### config.mk
export PLATFORM = sky130hd
export DESIGN_NAME = sram_async_ctrl
export DESIGN_NICKNAME = d
export VERILOG_FILES = /design/src/rtl/sram_ctrl_pkg.sv /design/src/rtl/sram_phase_timer.sv /design/src/rtl/sram_lane_map.sv /design/src/rtl/sram_async_ctrl.sv
export SDC_FILE = /design/constraint.sdc
export NUM_CORES = 1
export LEC_CHECK = 0
export ABC_AREA = 1
export BUFFER_PORTS_ARGS = -buffer_cell sky130_fd_sc_hd__buf_2
export CAP_MARGIN = 20
export CORE_MARGIN = 10
export CORE_UTILIZATION = 46
export DETAILED_ROUTE_END_ITERATION = 10
export GPL_TIMING_DRIVEN = 0
export PLACE_DENSITY = 0.8
export SYNTH_ARGS = -nofsm -noshare
export SYNTH_HDL_FRONTEND = slang
export SYNTH_SLANG_ARGS = --single-unit
### constraint.sdc
create_clock -name clk -period 1.4 [get_ports clk]
set_input_delay 0.07 -clock clk [delete_from_list [all_inputs] [get_ports clk]]
set_output_delay 0.07 -clock clk [all_outputs]
set_load 0.02 [all_outputs]
### src/rtl/sram_ctrl_pkg.sv
// Package: shared state encoding and the nanosecond-to-cycle rounding
// used by the byte-lane SRAM controller.
// Assumes all timing inputs are non-negative integers in nanoseconds.
package sram_ctrl_pkg;

    typedef enum logic [2:0] {
        ST_IDLE,
        ST_WSETUP,
        ST_WPULSE,
        ST_WHOLD,
        ST_RACC,
        ST_RREL
    } ctl_state_t;

    // Round an interval up to whole clock cycles, never below one cycle.
    function automatic int ns_to_cycles(input int ns, input int period);
        int c;
        c = (ns + period - 1) / period;
        if (c < 1) c = 1;
        return c;
    endfunction

    function automatic int max2(input int a, input int b);
        return (a > b) ? a : b;
    endfunction

endpackage

### src/rtl/sram_phase_timer.sv
// Module: down-counter that measures the length of one strobe phase.
// Loaded with (cycles - 1) on phase entry; done is high in the last
// cycle of the phase. Assumes load values fit in CW bits.
module sram_phase_timer #(
    parameter int CW = 4
) (
    input  logic          clk,
    input  logic          rst_n,
    input  logic          load,
    input  logic [CW-1:0] load_val,
    output logic          done
);

    logic [CW-1:0] cnt_q;

    // Count down toward zero, reload at each phase start.
    always_ff @(posedge clk) begin
        if (!rst_n)              cnt_q <= '0;
        else if (load)           cnt_q <= load_val;
        else if (cnt_q != '0)    cnt_q <= cnt_q - 1'b1;
    end

    assign done = (cnt_q == '0);

endmodule

### src/rtl/sram_lane_map.sv
// Module: maps active-high host byte enables onto active-low RAM lane
// enables and zeroes the lanes of read data that were not requested.
// Assumes 8-bit lanes; lanes are deasserted whenever active is low.
module sram_lane_map #(
    parameter int LANES = 2
) (
    input  logic [LANES-1:0]   lane_req,
    input  logic               active,
    input  logic [LANES*8-1:0] rd_raw,
    output logic [LANES-1:0]   lane_n,
    output logic [LANES*8-1:0] rd_masked
);

    for (genvar g = 0; g < LANES; g++) begin : g_lane
        // Lane strobe: low only during an access that asked for this lane.
        assign lane_n[g] = !(active && lane_req[g]);
        // Read path: pass the lane's byte or zero.
        assign rd_masked[g*8 +: 8] = lane_req[g] ? rd_raw[g*8 +: 8] : 8'h00;
    end

endmodule

### src/rtl/sram_async_ctrl.sv
// Module: synchronous controller for an asynchronous byte-lane SRAM.
// Accepts one request when idle, runs the write (setup, strobe, hold)
// or read (access, release) sequence with cycle counts derived from
// CLK_PERIOD_NS, and pulses ack at completion. Assumes the host holds
// request fields valid in the cycle req is high and waits for ack.
module sram_async_ctrl
    import sram_ctrl_pkg::*;
#(
    parameter int AW            = 18,
    parameter int DW            = 16,
    parameter int CLK_PERIOD_NS = 8,
    parameter int T_WC_NS       = 45,
    parameter int T_PWE_NS      = 35,
    parameter int T_RC_NS       = 45,
    parameter int T_AA_NS       = 45,
    parameter int T_DOE_NS      = 22,
    parameter int T_HZ_NS       = 18
) (
    input  logic          clk,
    input  logic          rst_n,
    input  logic          req,
    input  logic          we,
    input  logic [AW-1:0] addr,
    input  logic [DW-1:0] wdata,
    input  logic [DW/8-1:0] be,
    output logic          ack,
    output logic [DW-1:0] rdata,
    output logic [AW-1:0] sram_addr,
    output logic          sram_ce_n,
    output logic          sram_we_n,
    output logic          sram_oe_n,
    output logic          sram_lb_n,
    output logic          sram_ub_n,
    output logic [DW-1:0] sram_dq_o,
    output logic          sram_dq_oe,
    input  logic [DW-1:0] sram_dq_i
);

    localparam int LANES  = DW / 8;
    localparam int WP_CYC = ns_to_cycles(T_PWE_NS, CLK_PERIOD_NS);
    localparam int WC_CYC = ns_to_cycles(T_WC_NS, CLK_PERIOD_NS);
    localparam int WH_CYC = max2(1, WC_CYC - 1 - WP_CYC);
    localparam int RD_CYC = max2(max2(ns_to_cycles(T_RC_NS, CLK_PERIOD_NS),
                                      ns_to_cycles(T_AA_NS, CLK_PERIOD_NS)),
                                 ns_to_cycles(T_DOE_NS, CLK_PERIOD_NS));
    localparam int TA_CYC = ns_to_cycles(T_HZ_NS, CLK_PERIOD_NS);
    localparam int MAXC   = max2(max2(WP_CYC, WH_CYC), max2(RD_CYC, TA_CYC));
    localparam int CW     = $clog2(MAXC + 1);

    localparam logic [CW-1:0] LD_ONE = '0;
    localparam logic [CW-1:0] LD_WP  = CW'(WP_CYC - 1);
    localparam logic [CW-1:0] LD_WH  = CW'(WH_CYC - 1);
    localparam logic [CW-1:0] LD_RD  = CW'(RD_CYC - 1);
    localparam logic [CW-1:0] LD_TA  = CW'(TA_CYC - 1);

    ctl_state_t       state_q, state_d;
    logic             tmr_load, tmr_done;
    logic [CW-1:0]    tmr_val;
    logic [AW-1:0]    addr_q;
    logic [DW-1:0]    wdata_q;
    logic [LANES-1:0] be_q;
    logic             ack_q, ack_d;
    logic [DW-1:0]    rdata_q, rd_masked;
    logic             access_on;
    logic [LANES-1:0] lane_n;

    sram_phase_timer #(.CW(CW)) timer_i (
        .clk      (clk),
        .rst_n    (rst_n),
        .load     (tmr_load),
        .load_val (tmr_val),
        .done     (tmr_done)
    );

    sram_lane_map #(.LANES(LANES)) lanes_i (
        .lane_req  (be_q),
        .active    (access_on),
        .rd_raw    (sram_dq_i),
        .lane_n    (lane_n),
        .rd_masked (rd_masked)
    );

    // Next-state, timer reload and completion decisions.
    always_comb begin
        state_d  = state_q;
        tmr_load = 1'b0;
        tmr_val  = LD_ONE;
        ack_d    = 1'b0;
        unique case (state_q)
            ST_IDLE: if (req) begin
                tmr_load = 1'b1;
                tmr_val  = we ? LD_ONE : LD_RD;
                state_d  = we ? ST_WSETUP : ST_RACC;
            end
            ST_WSETUP: if (tmr_done) begin
                tmr_load = 1'b1;
                tmr_val  = LD_WP;
                state_d  = ST_WPULSE;
            end
            ST_WPULSE: if (tmr_done) begin
                tmr_load = 1'b1;
                tmr_val  = LD_WH;
                state_d  = ST_WHOLD;
            end
            ST_WHOLD: if (tmr_done) begin
                ack_d   = 1'b1;
                state_d = ST_IDLE;
            end
            ST_RACC: if (tmr_done) begin
                ack_d    = 1'b1;
                tmr_load = 1'b1;
                tmr_val  = LD_TA;
                state_d  = ST_RREL;
            end
            ST_RREL: if (tmr_done) state_d = ST_IDLE;
            default: state_d = ST_IDLE;
        endcase
    end

    // State, completion pulse and request capture registers.
    always_ff @(posedge clk) begin
        if (!rst_n) begin
            state_q <= ST_IDLE;
            ack_q   <= 1'b0;
            addr_q  <= '0;
            wdata_q <= '0;
            be_q    <= '0;
            rdata_q <= '0;
        end else begin
            state_q <= state_d;
            ack_q   <= ack_d;
            if (state_q == ST_IDLE && req) begin
                addr_q  <= addr;
                wdata_q <= wdata;
                be_q    <= be;
            end
            if (state_q == ST_RACC && tmr_done) rdata_q <= rd_masked;
        end
    end

    // Pin decode from the registered state.
    assign access_on  = (state_q == ST_WSETUP) || (state_q == ST_WPULSE) ||
                        (state_q == ST_WHOLD)  || (state_q == ST_RACC);
    assign sram_ce_n  = !access_on;
    assign sram_we_n  = (state_q != ST_WPULSE);
    assign sram_oe_n  = (state_q != ST_RACC);
    assign sram_dq_oe = (state_q == ST_WSETUP) || (state_q == ST_WPULSE) ||
                        (state_q == ST_WHOLD);
    assign sram_lb_n  = lane_n[0];
    assign sram_ub_n  = lane_n[LANES-1];
    assign sram_addr  = addr_q;
    assign sram_dq_o  = wdata_q;
    assign ack        = ack_q;
    assign rdata      = rdata_q;

endmodule

# ---- Word level (Yosys, flattened, before mapping)
# Cells that the tools add are included.
# Widths: inputs -> output; s select.
dict set report op_classes {
  addsub 1
  reduce_logical 19
  mux 19
  n_eq_ne 12
}
# cell count
set op_table {}
lappend op_table {{$mux 3} 11}
lappend op_table {{$mux 8} 2}
lappend op_table {{$pmux 3 s5} 1}
lappend op_table {{$pmux 3 s3} 1}
lappend op_table {{$ne 2x2->1 const B} 4}
lappend op_table {{$eq 3x2->1 const B} 2}
lappend op_table {{$eq 3x3->1 const B} 2}
lappend op_table {{$logic_not 3->1} 2}
lappend op_table {{$reduce_and 5->1} 1}
lappend op_table {{$logic_and 1x1->1} 4}
lappend op_table {{$reduce_or 2->1} 2}
lappend op_table {{$eq 3x1->1 const B} 1}
lappend op_table {{$logic_not 1->1} 3}
lappend op_table {{$logic_or 1x1->1} 3}
lappend op_table {{$ne 3x2->1 const B} 1}
lappend op_table {{$ne 3x3->1 const B} 1}
lappend op_table {{$reduce_bool 3->1} 1}
lappend op_table {{$reduce_or 3->1} 1}
lappend op_table {{$sub 3x1->3 const B} 1}
lappend op_table {{$mux 1} 2}
lappend op_table {{$mux 2} 1}
lappend op_table {{$ne 2x1->1 const B} 1}
lappend op_table {{$pmux 1 s2} 1}
lappend op_table {{$reduce_and 2->1} 1}
lappend op_table {{$reduce_bool 2->1} 1}
dict set report totals {
  input_bits 56
  regBits 59
  output_inout_bits 57
  wordCells 58
}

# ---- Longest topological paths before layout
# Gate-level depths: netlist of the first run.
dict set report logic_depth {
  word_depth 6
  mapped_depth 9
  ltp_nobuf 9
}

# ---- Modules after synthesis
# From an unflattened synthesis of the first run, not the netlist that was laid out.
dict set report unflattened {
  hier_cells 337
  hier_area_um2 2531.2
}
# module cells_each area_each_um2 seq_area_each_um2 instances
set modules_own_cells {}
lappend modules_own_cells {sram_async_ctrl 272 2180.8 1121.1 1}
lappend modules_own_cells {sram_phase_timer 29 200.2 60.1 1}
lappend modules_own_cells {sram_lane_map 36 150.1 0.0 1}

# ---- Worst setup path before layout of the first run
# OpenSTA, ideal clock, no wires.
dict set report synth_path {
  path_kind {flip-flop to output port}
  startpoint {register state_q[1]}
  endpoint {output port sram_lb_n}
  arrival_time_ps 1323
  t_required_ps 1330
  setup_slack_ps 7
  n_path_buf 0
  path_stages_with_launch 7
  path_cell_list {dfxtp_1 nor2_4 nand2_2 inv_1 nor2_1 inv_1 nand2_1}
}
dict set report synth_between {
  elab_chain_len 6
  elab_cells_between_ends 9
  cone_classes {eq/ne: 4; reduce/logical: 5}
}
# element line_no
set synth_rtl {}
lappend synth_rtl {{start, declared} sram_async_ctrl.sv:56} ;# ctl_state_t state_q, state_d;
lappend synth_rtl {{start signal, assigned} sram_async_ctrl.sv:130} ;# state_q <= state_d;
lappend synth_rtl {{$eq 3x1->1 or $eq 3x2->1 (tied branches)} sram_async_ctrl.sv:142} ;# assign access_on = (state_q == ST_WSETUP) || (state_q == ST_WPULSE) ||
lappend synth_rtl {{$logic_or 1x1->1 (2 in series)} sram_async_ctrl.sv:142}
lappend synth_rtl {{$logic_or 1x1->1 (*)} sram_async_ctrl.sv:143} ;# (state_q == ST_WHOLD) || (state_q == ST_RACC);
lappend synth_rtl {{$logic_and 1x1->1 (*)} sram_lane_map.sv:16} ;# assign lane_n[g] = !(active && lane_req[g]);
lappend synth_rtl {{$logic_not 1->1 (*)} sram_lane_map.sv:16}
lappend synth_rtl {{end, declared} sram_async_ctrl.sv:32} ;# output logic sram_lb_n,
# Every way passes the cells marked *; elsewhere a longest branch is shown, timed or not.

# ---- Worst setup path in the final report of the first run
# Same ends and word-level chain as after synthesis.

==> results.toml, run 1 <==
[grt]
grt_usage_pct = 16.3
grt_max_degree = 11
grt_pass1_wl_um = 11300
grt_pass1_vias = 2483
antenna_found_initial = 0
grt_remaining_overflow = 0

[setup_path]
arrival_ns = 1.35
worstPathRequired_ns = 1.33
crit_slowest_cell = "dfxtp_4"
cp-start-kind = "flip-flop"
path_max_fanout = 5
critPathMaxStageDelay_ns = 0.36
path_class = "reg -> out"
end_kind = "output port"
path_cells = "nor2_4 -> nor2_2 -> nor2_2 -> inv_2 -> nand2_1 -> buf_6"
crit_top_cell = "nor2_2"

[outcome]
violations = "negative setup slack"
status = "complete, but fails checks"

[finish]
nFillCells = 373
drive_gt1_share_pct = 42.9
final_nets = 506
areaGrowthSynthToFinish_pct = 54.3
num_antenna_cells = 0

[placed_design]
finalWeightedCongestion = 0.815
portBuffers = 112
hpwl_um = 5070

[sta]
rsz0062_at_grt = "true"
hold_slack_ns = 0.000909
setup_viol = 6
finClkSkew_ns = 0.00372
slew_viol_final = 0
worst_slack_ns = -0.0152
tns_ns = -0.0259
period_needed_ns = 1.42
worst_slew_pin_slew_ns = 0.474
hold_viol_final = 0
timing.final.crit_share_pct = 101
slew_headroom_pct = 68.4
clock.fmax_ghz = 0.707

[drt]
viasPerCell = 4.91
vias = 2548
firstDrtPassIters = 4
ant_nets = 0
drc = 0
wl_per_cell_um = 14.6
drtIter0Drc = 98
drt-total-wl_um = 7560

[cts]
cts_max_level = 3
clockBufferDepth = 2
cts_buffers = 9
cts.clk_slew.worst_paths_ns = 0.06
tritoncts = "done"
cts-root-buf = "clkbuf_8"
clk_latency_ns = 0.33
clkSinkCount = 59

[synthesis]
syn_area_per_cell_um2 = 7.85
synth_area_leader_cell = "dfxtp_1"
synth_top_area_share_pct = 50.3
yosys_register_bits = 59
synthTopCellsByCount = "dfxtp_1 (59), a21oi_1 (57), inv_1 (45), nand2_1 (36), o21ai_0 (34)"
yosysWarnings = 0
synth_area_leaders = "dfxtp_1 (50%), a21oi_1 (12%), o21ai_0 (7.2%), inv_1 (7.2%), nand2_1 (5.8%)"
syn_nets = 357
async_flop_share_pct = 0
synthFlopType = "dfxtp_1"
syn_area_um2 = 2350
syn_inst = 299
seq_area_frac_synth_pct = 50.3
synth.most_common_cell = "dfxtp_1"
ys_types = 23
synth-edff-count = 0

[floorplanning]
die_y_um = 91.5
start_util_pct = 48.4
design.core.area_um2 = 4850
ioPinCount = 113
die_x_um = 91.5
placementRows = 25
die-area_um2 = 8360

[power]
p_seq_share_pct = 30.6
combPwrFrac_pct = 49.8
p_per_area_nw_per_um2 = 2140
p_int_mw = 4.61
clockPowerShare_pct = 19.6
p_leak_nw = 1.72
p_sw_share_pct = 40.5
max-vdd-ir-drop_uv = 1260
power_switching_mw = 3.14

[job]
drv_cap = 0

[hold_path]
hp-class = "in -> reg"
==> worst max-delay path: cells and delay by family (launching register included) <==
| kind | cells | cell delay, ns |
|---|---|---|
| flops | 1 | 0.36 |
| simple gates | 4 | 0.47 |
| buf+inv | 2 | 0.17 |
==> layout by cell type (no fill, tap or decap), types with 2 or more instances in the layout <==
cell type	count
nand2_2	9
o21ai_1	23
nand2_1	24
nand3_1	21
dfxtp_1	54
inv_2	5
buf_6	14
inv_1	40
dfxtp_2	4
nand3_4	2
o21ai_0	12
dlygate4sd3_1	10
nand4_1	4
a21oi_2	3
nor2_2	3
buf_4	9
nor2_1	5
buf_2	114
o21ai_2	2
clkbuf_1	7
clkbuf_8	11
nand2_4	5
a21oi_1	54
==> power groups by stage <==
stage	Sequential, mW	Combinational (mW)	Clock [mW]
2_1_floorplan	2.78	1.60	0
3_3_place_gp	2.34	2.85	0
3_5_place_dp	2.37	2.89	0
4_1_cts	2.35	3.00	1.56
5_1_grt	2.42	4.19	1.63
6_report	2.37	3.85	1.52
==> metal layers <==
layer,track usage [%],share of wire (%),up-vias
met5,0,0,-
met4,7.83,1.3,0
met3,8.81,11,9
met2,25.7,47,111
met1,17.6,41,1160
li1,-,-,1268
==> path summary, 6_finish.rpt <==
kind                                  start                         to  slack, ns  cells past startpoint
hold reg to reg   sram_dq_o[4]$_SDFFE_PN0P_  sram_dq_o[4]$_SDFFE_PN0P_       0.44                      2
setup reg to reg    state_q[1]$_SDFFE_PN0P_     rdata[13]$_SDFFE_PN0P_          0                      8
setup / recovery    state_q[1]$_SDFFE_PN0P_                  sram_lb_n      -0.02                      6
hold / removal                      addr[3]  sram_addr[3]$_SDFFE_PN0P_     0.0009                      3
==> area by class of cell <==
| type | count | area, µm² | area share [%] |
|---|---|---|---|
| inverter | 48 | 186 | 5.14 |
| multi-input combinational | 174 | 991 | 27.3 |
| timing repair buffer | 138 | 848 | 23.4 |
| clock buffer | 13 | 159 | 4.38 |
| clock inverter | 2 | 35.0 | 0.967 |
| tap | 67 | 83.8 | 2.31 |
| sequential | 59 | 1190 | 32.8 |
| buffer | 18 | 131 | 3.62 |
==> repair_timing <==
action	CTS	global route
gates cloned	0	3
hold buffers	10	0
setup buffers	1	12
hold endpoints to repair	10	0
setup endpoints to repair	6	43
resized for setup	7	78
pin swaps	1	11
==> kinds of logic after synthesis <==
family / after synthesis / synth area share, %
adder cells (fa/ha/maj): 2 / 1.07
XOR/XNOR: 2 / 0.746
buffers and inverters: 66 / 12.6
AND/OR/NAND/NOR: 76 / 15.3
AO/OA/AOI/OAI: 94 / 20.0
flip-flops: 59 / 50.3
==> sequential cells by signal (all words and copies together), names as in the netlist <==
name / flops
ack: 1
be_q: 2
rdata: 16
sram_addr: 18
sram_dq_o: 16
state_q: 3
timer_i.cnt_q: 3
==> metrics by stage <==
step | setup WS (ns) | power (mW) | util [%] | cells | instance area [µm²]
floorplan | 0.00651 | 4.37 | - | 299 | 2350
detailed placement | -0.0349 | 5.26 | 61.7 | 478 | 2990
global placement | -0.000692 | 5.19 | 61.7 | 478 | 2990
finish | -0.0152 | 7.74 | 74.8 | 519 | 3620
CTS | 0.00295 | 6.91 | 68.3 | 504 | 3310
global route | -0.0997 | 8.24 | 74.8 | 519 | 3620
(Power assumes the default switching activity.)
==> inputs of run 2 (changes only) <==
Settings changed: SKIP_CTS_REPAIR_TIMING set to 1.
==> run 2 against run 1 <==
Effect of this change: final area is 7.4% lower; routed wire length is 9.2% lower; the run now ends clean; sequential power hardly changed; critical path depth stayed put; utilization is 5.5 points lower.
==> results.toml, run 2 (synthesized netlist as in run 1, its figures left out) <==
[power]
max-vdd-ir-drop_uv = 1260
p_seq_share_pct = 32.8
total_power_mw = 7.18
p_sw_share_pct = 40.6
p_per_area_nw_per_um2 = 2140
p_leak_nw = 1.62
power_switching_mw = 2.91
combPwrFrac_pct = 46.0
p_int_mw = 4.27
clockPowerShare_pct = 21.1

[cts]
tritoncts = "done"
clkSinkCount = 59
cts.clk_slew.worst_paths_ns = 0.06
cts_max_level = 3
cts-root-buf = "clkbuf_8"
clockBufferDepth = 2
clk_latency_ns = 0.32
cts_buffers = 9

[sta]
slew_headroom_pct = 69.8
timing.final.crit_share_pct = 99.7
hold_slack_ns = 0.00398
clock.fmax_ghz = 0.717
slew_viol_final = 0
setup_viol = 0
rsz0062_at_grt = "true"
period_needed_ns = 1.40
worst_slack_ns = 0.00462
finClkSkew_ns = 0.00293
worst_slew_pin_slew_ns = 0.453
hold_viol_final = 0

[drt]
ant_nets = 0
viasPerCell = 4.81
drc = 0
drtIter0Drc = 96
drt-total-wl_um = 6870
wl_per_cell_um = 13.6
firstDrtPassIters = 4
vias = 2433

[finish]
final_nets = 493
nFillCells = 416
num_antenna_cells = 0
stdcell_area_um2 = 3360
drive_gt1_share_pct = 39.0
final_common_cell = "buf_2"
finalNonFillerCells = 506
largest_register_ffs = 18
final_cell_mix = "buf_2 (115), a21oi_1 (56), dfxtp_1 (56)"
areaGrowthSynthToFinish_pct = 42.9

[setup_path]
arrival_ns = 1.33
r2r_cells = 7
timing.rr.end = "sram_addr[17]$_SDFFE_PN0P_"
cp-start-kind = "flip-flop"
rrSetupSlack_ns = 0.02
end_kind = "output port"
worstPathRequired_ns = 1.33
path_max_fanout = 3
worstReg2RegStart = "state_q[0]$_SDFFE_PN0P_"
path_class = "reg -> out"

[floorplanning]
die_y_um = 91.5
die-area_um2 = 8360
die_x_um = 91.5
ioPinCount = 113
design.core.area_um2 = 4850
start_util_pct = 48.4
placementRows = 25

[placed_design]
pre_cts_slack_ns = -0.0349
finalWeightedCongestion = 0.815
placed_cells = 478
place_area_um2 = 2990
portBuffers = 112
hpwl_um = 5070

[job]
drv_cap = 0

[hold_path]
hp-class = "in -> reg"
hold_path_end = "sram_addr[3]$_SDFFE_PN0P_"
worstHoldPathCells = 3
min_from = "addr[3]"

[grt]
grt_remaining_overflow = 0
grt_max_degree = 11
antenna_found_initial = 0
grt_pass1_wl_um = 10900
grt_pass1_vias = 2409
grt_usage_pct = 15.7

[outcome]
status = "completed"
## run 2: layout make-up
cell class | count | area (µm²) | share of cell area [%]
inverters | 48 | 183 | 5.44
well taps | 67 | 83.8 | 2.50
clock inverters | 2 | 35.0 | 1.04
flip-flops and latches | 59 | 1190 | 35.5
plain buffers | 18 | 115 | 3.43
multi-input cells | 174 | 918 | 27.4
clock buffers | 13 | 159 | 4.74
repair buffers | 125 | 672 | 20.0
## run 2: critical path: stages, from the launching register on
cell	delay (ns)
dfxtp_4	0.36
nor2_4	0.18
nor2_1	0.10
nor2_2	0.13
inv_2	0.05
nand2_1	0.05
buf_4	0.14
## run 2: through the flow
step,setup TNS (ns),util (%)
after CTS,-0.440,65.7
after global placement,-0.000692,61.7
after global routing,-1.04,69.2
final,0,69.2
after detailed placement,-0.0602,61.7
after floorplan,0,-
## run 2: routing by layer
layer | global-route usage, % | vias up | routed length (µm)
met5 | 0 | - | 0
met4 | 8.22 | 0 | 100
met3 | 8.97 | 8 | 912
met2 | 23.9 | 113 | 3060
met1 | 17.0 | 1078 | 2800
li1 | - | 1234 | -
## run 2: worst max path at each step
stage	cells after the start	slack (ns)	to	from
after floorplan	6	0.007	sram_lb_n	state_q[1]$_SDFFE_PN0P_
after global placement	8	-0.0007	state_q[0]$_SDFFE_PN0P_	timer_i.cnt_q[0]$_SDFFE_PN0P_
after detailed placement	9	-0.03	timer_i.cnt_q[2]$_SDFFE_PN0P_	timer_i.cnt_q[0]$_SDFFE_PN0P_
after CTS	7	-0.15	sram_ub_n	state_q[1]$_SDFFE_PN0P_
after global routing	6	-0.09	sram_lb_n	state_q[0]$_SDFFE_PN0P_
final	6	0.005	sram_lb_n	state_q[0]$_SDFFE_PN0P_
## run 2: power by group through the flow
stage | registers, mW | clock network, mW | logic [mW]
finish | 2.36 | 1.52 | 3.30
detailed placement | 2.37 | 0 | 2.89
global route | 2.41 | 1.63 | 3.65
floorplan | 2.78 | 0 | 1.60
global placement | 2.34 | 0 | 2.85
CTS | 2.34 | 1.56 | 2.90
==> inputs of run 3 (changes only) <==
Settings changed: BUFFER_PORTS_ARGS -buffer_cell sky130_fd_sc_hd__buf_2 to unset, CORE_UTILIZATION 46 to 61, DONT_BUFFER_PORTS set to 1, PLACE_DENSITY 0.8 to 0.77.
==> run 3 against run 2 <==
Effect of this change: the flow now finishes with violations (negative setup slack); count of clock-buffer cells in the layout increased by 2; critical path depth increased by 1; combinational power decreased by 19%; highest routed layer unchanged; non-clock buffer count decreased by 62; flip-flop and latch count unchanged; largest cell class unchanged.
==> results.toml, run 3 (synthesized netlist as in run 1, its figures left out) <==
[outcome]
status = "complete, but fails checks"
violations = "negative setup slack"

[sta]
finClkSkew_ns = 0.00588
slew_viol_final = 0
rsz0062_at_grt = "true"
slew_headroom_pct = 67.2
worst_slew_pin_slew_ns = 0.492
worst_slack_ns = -0.107
clock.fmax_ghz = 0.663
period_needed_ns = 1.51
setup_viol = 29
timing.final.crit_share_pct = 108
hold_viol_final = 0
hold_slack_ns = 0.0496

[finish]
final_nets = 431
final_common_cell = "dfxtp_1"
largest_register_ffs = 18
drive_gt1_share_pct = 16.1
final_cell_mix = "dfxtp_1 (56), a21oi_1 (54), dlygate4sd3_1 (54)"
areaGrowthSynthToFinish_pct = 41.7

[cts]
clk_latency_ns = 0.33
cts_max_level = 3
tritoncts = "done"
cts_buffers = 9
clkSinkCount = 59
cts.clk_slew.worst_paths_ns = 0.06
cts-root-buf = "clkbuf_8"
clockBufferDepth = 2

[floorplanning]
die-area_um2 = 6730
ioPinCount = 113
placementRows = 22
die_y_um = 82.1
start_util_pct = 63.7
die_x_um = 82.1
design.core.area_um2 = 3690

[grt]
grt_pass1_vias = 1958
grt_usage_pct = 17.4
grt_max_degree = 11
grt_pass1_wl_um = 9140
antenna_found_initial = 1
grt_remaining_overflow = 0

[setup_path]
arrival_ns = 1.72
end_kind = "flip-flop"
cp_top_family = "buffers and inverters"
path_depth = 7
worstPathRequired_ns = 1.61
critPathBufInv = 3
r2r_cells = 7
crit_slowest_cell = "dfxtp_4"
path_cells = "nor2_4 -> buf_4 -> nand3_2 -> buf_6 -> buf_4 -> o21ai_1 -> a21oi_1"
path_class = "reg -> reg"
crit_top_cell = "buf_4"
cp-start-kind = "flip-flop"
path_max_fanout = 10
rrSetupSlack_ns = -0.11
critPathMaxStageDelay_ns = 0.36

[power]
max-vdd-ir-drop_uv = 1330
p_seq_share_pct = 40.4
clockPowerShare_pct = 22.5
combPwrFrac_pct = 37.1
p_sw_share_pct = 43.1
p_int_mw = 4.08
power_switching_mw = 3.09
p_per_area_nw_per_um2 = 2150
total_power_mw = 7.16
p_leak_nw = 1.36

[drt]
drt-total-wl_um = 8290
ant_nets = 0
drc = 0
firstDrtPassIters = 5
drtIter0Drc = 217
viasPerCell = 5.76
vias = 2467
wl_per_cell_um = 19.4

[placed_design]
hpwl_um = 4500
finalWeightedCongestion = 0.830
portBuffers = 0

[hold_path]
worstHoldPathCells = 5
hp-class = "in -> reg"

[job]
drv_cap = 0
run 3: changes by cell type in the layout (fill, tap and decap cells not counted), moves of 2 or more:
cell	change
buf_2	-111
dlygate4sd3_1	+52
o21ai_0	-10
o21ai_1	+10
buf_4	-4
a21oi_1	-2
a21oi_2	+2
diode_2	+2
inv_1	-2
nand2_2	-2
nand2_4	+2
nor2_2	-2
nor2_4	+2
run 3: worst register-to-register path: stages, from the launching register on:
cell,delay [ns]
dfxtp_4,0.36
nor2_4,0.20
buf_4,0.16
nand3_2,0.08
buf_6,0.16
buf_4,0.18
o21ai_1,0.17
a21oi_1,0.08
run 3: metrics by stage:
step / worst slack (ns) / util [%] / area, µm² / setup TNS, ns / instances
final: -0.107 / 90.2 / 3330 / -1.30 / 428
after global routing: -0.203 / 90.1 / 3320 / -3.85 / 427
after CTS: -0.485 / 70.9 / 2620 / -1.43 / 363
after detailed placement: -0.120 / 65.3 / 2410 / -0.305 / 347
after global placement: -0.117 / 65.3 / 2410 / -0.252 / 347
after floorplan: 0.00651 / - / 2350 / 0 / 299
run 3: power groups by stage:
stage | sequential, mW | combinational, mW | clock (mW)
floorplan | 2.78 | 1.60 | 0
global placement | 2.88 | 1.89 | 0
detailed placement | 2.89 | 1.93 | 0
CTS | 2.86 | 1.94 | 1.59
global route | 2.94 | 2.90 | 1.67
finish | 2.89 | 2.66 | 1.61
run 3: layout make-up:
type	instances	area, µm²
fill	163	362
sequential	59	1190
clock inverter	1	30.0
inverter	48	188
antenna	2	5.00
timing repair buffer	63	616
multi-input combinational	174	941
buffer	18	121
tap	48	60.1
clock buffer	15	176
run 3: path summary, 6_finish.rpt:
path	startpoint	to
worst max-delay path	state_q[0]$_SDFFE_PN0P_	sram_addr[11]$_SDFFE_PN0P_
worst min-delay path	we	timer_i.cnt_q[2]$_SDFFE_PN0P_
worst max register to register	state_q[0]$_SDFFE_PN0P_	sram_addr[11]$_SDFFE_PN0P_
worst min register to register	state_q[0]$_SDFFE_PN0P_	state_q[0]$_SDFFE_PN0P_
run 3: layer usage:
layer	part of all wire (%)	global-route usage [%]	up-vias
li1	-	-	1121
met1	34	18.0	1162
met2	53	28.6	155
met3	11	10.3	29
met4	2.4	6.63	0
met5	0	0	-
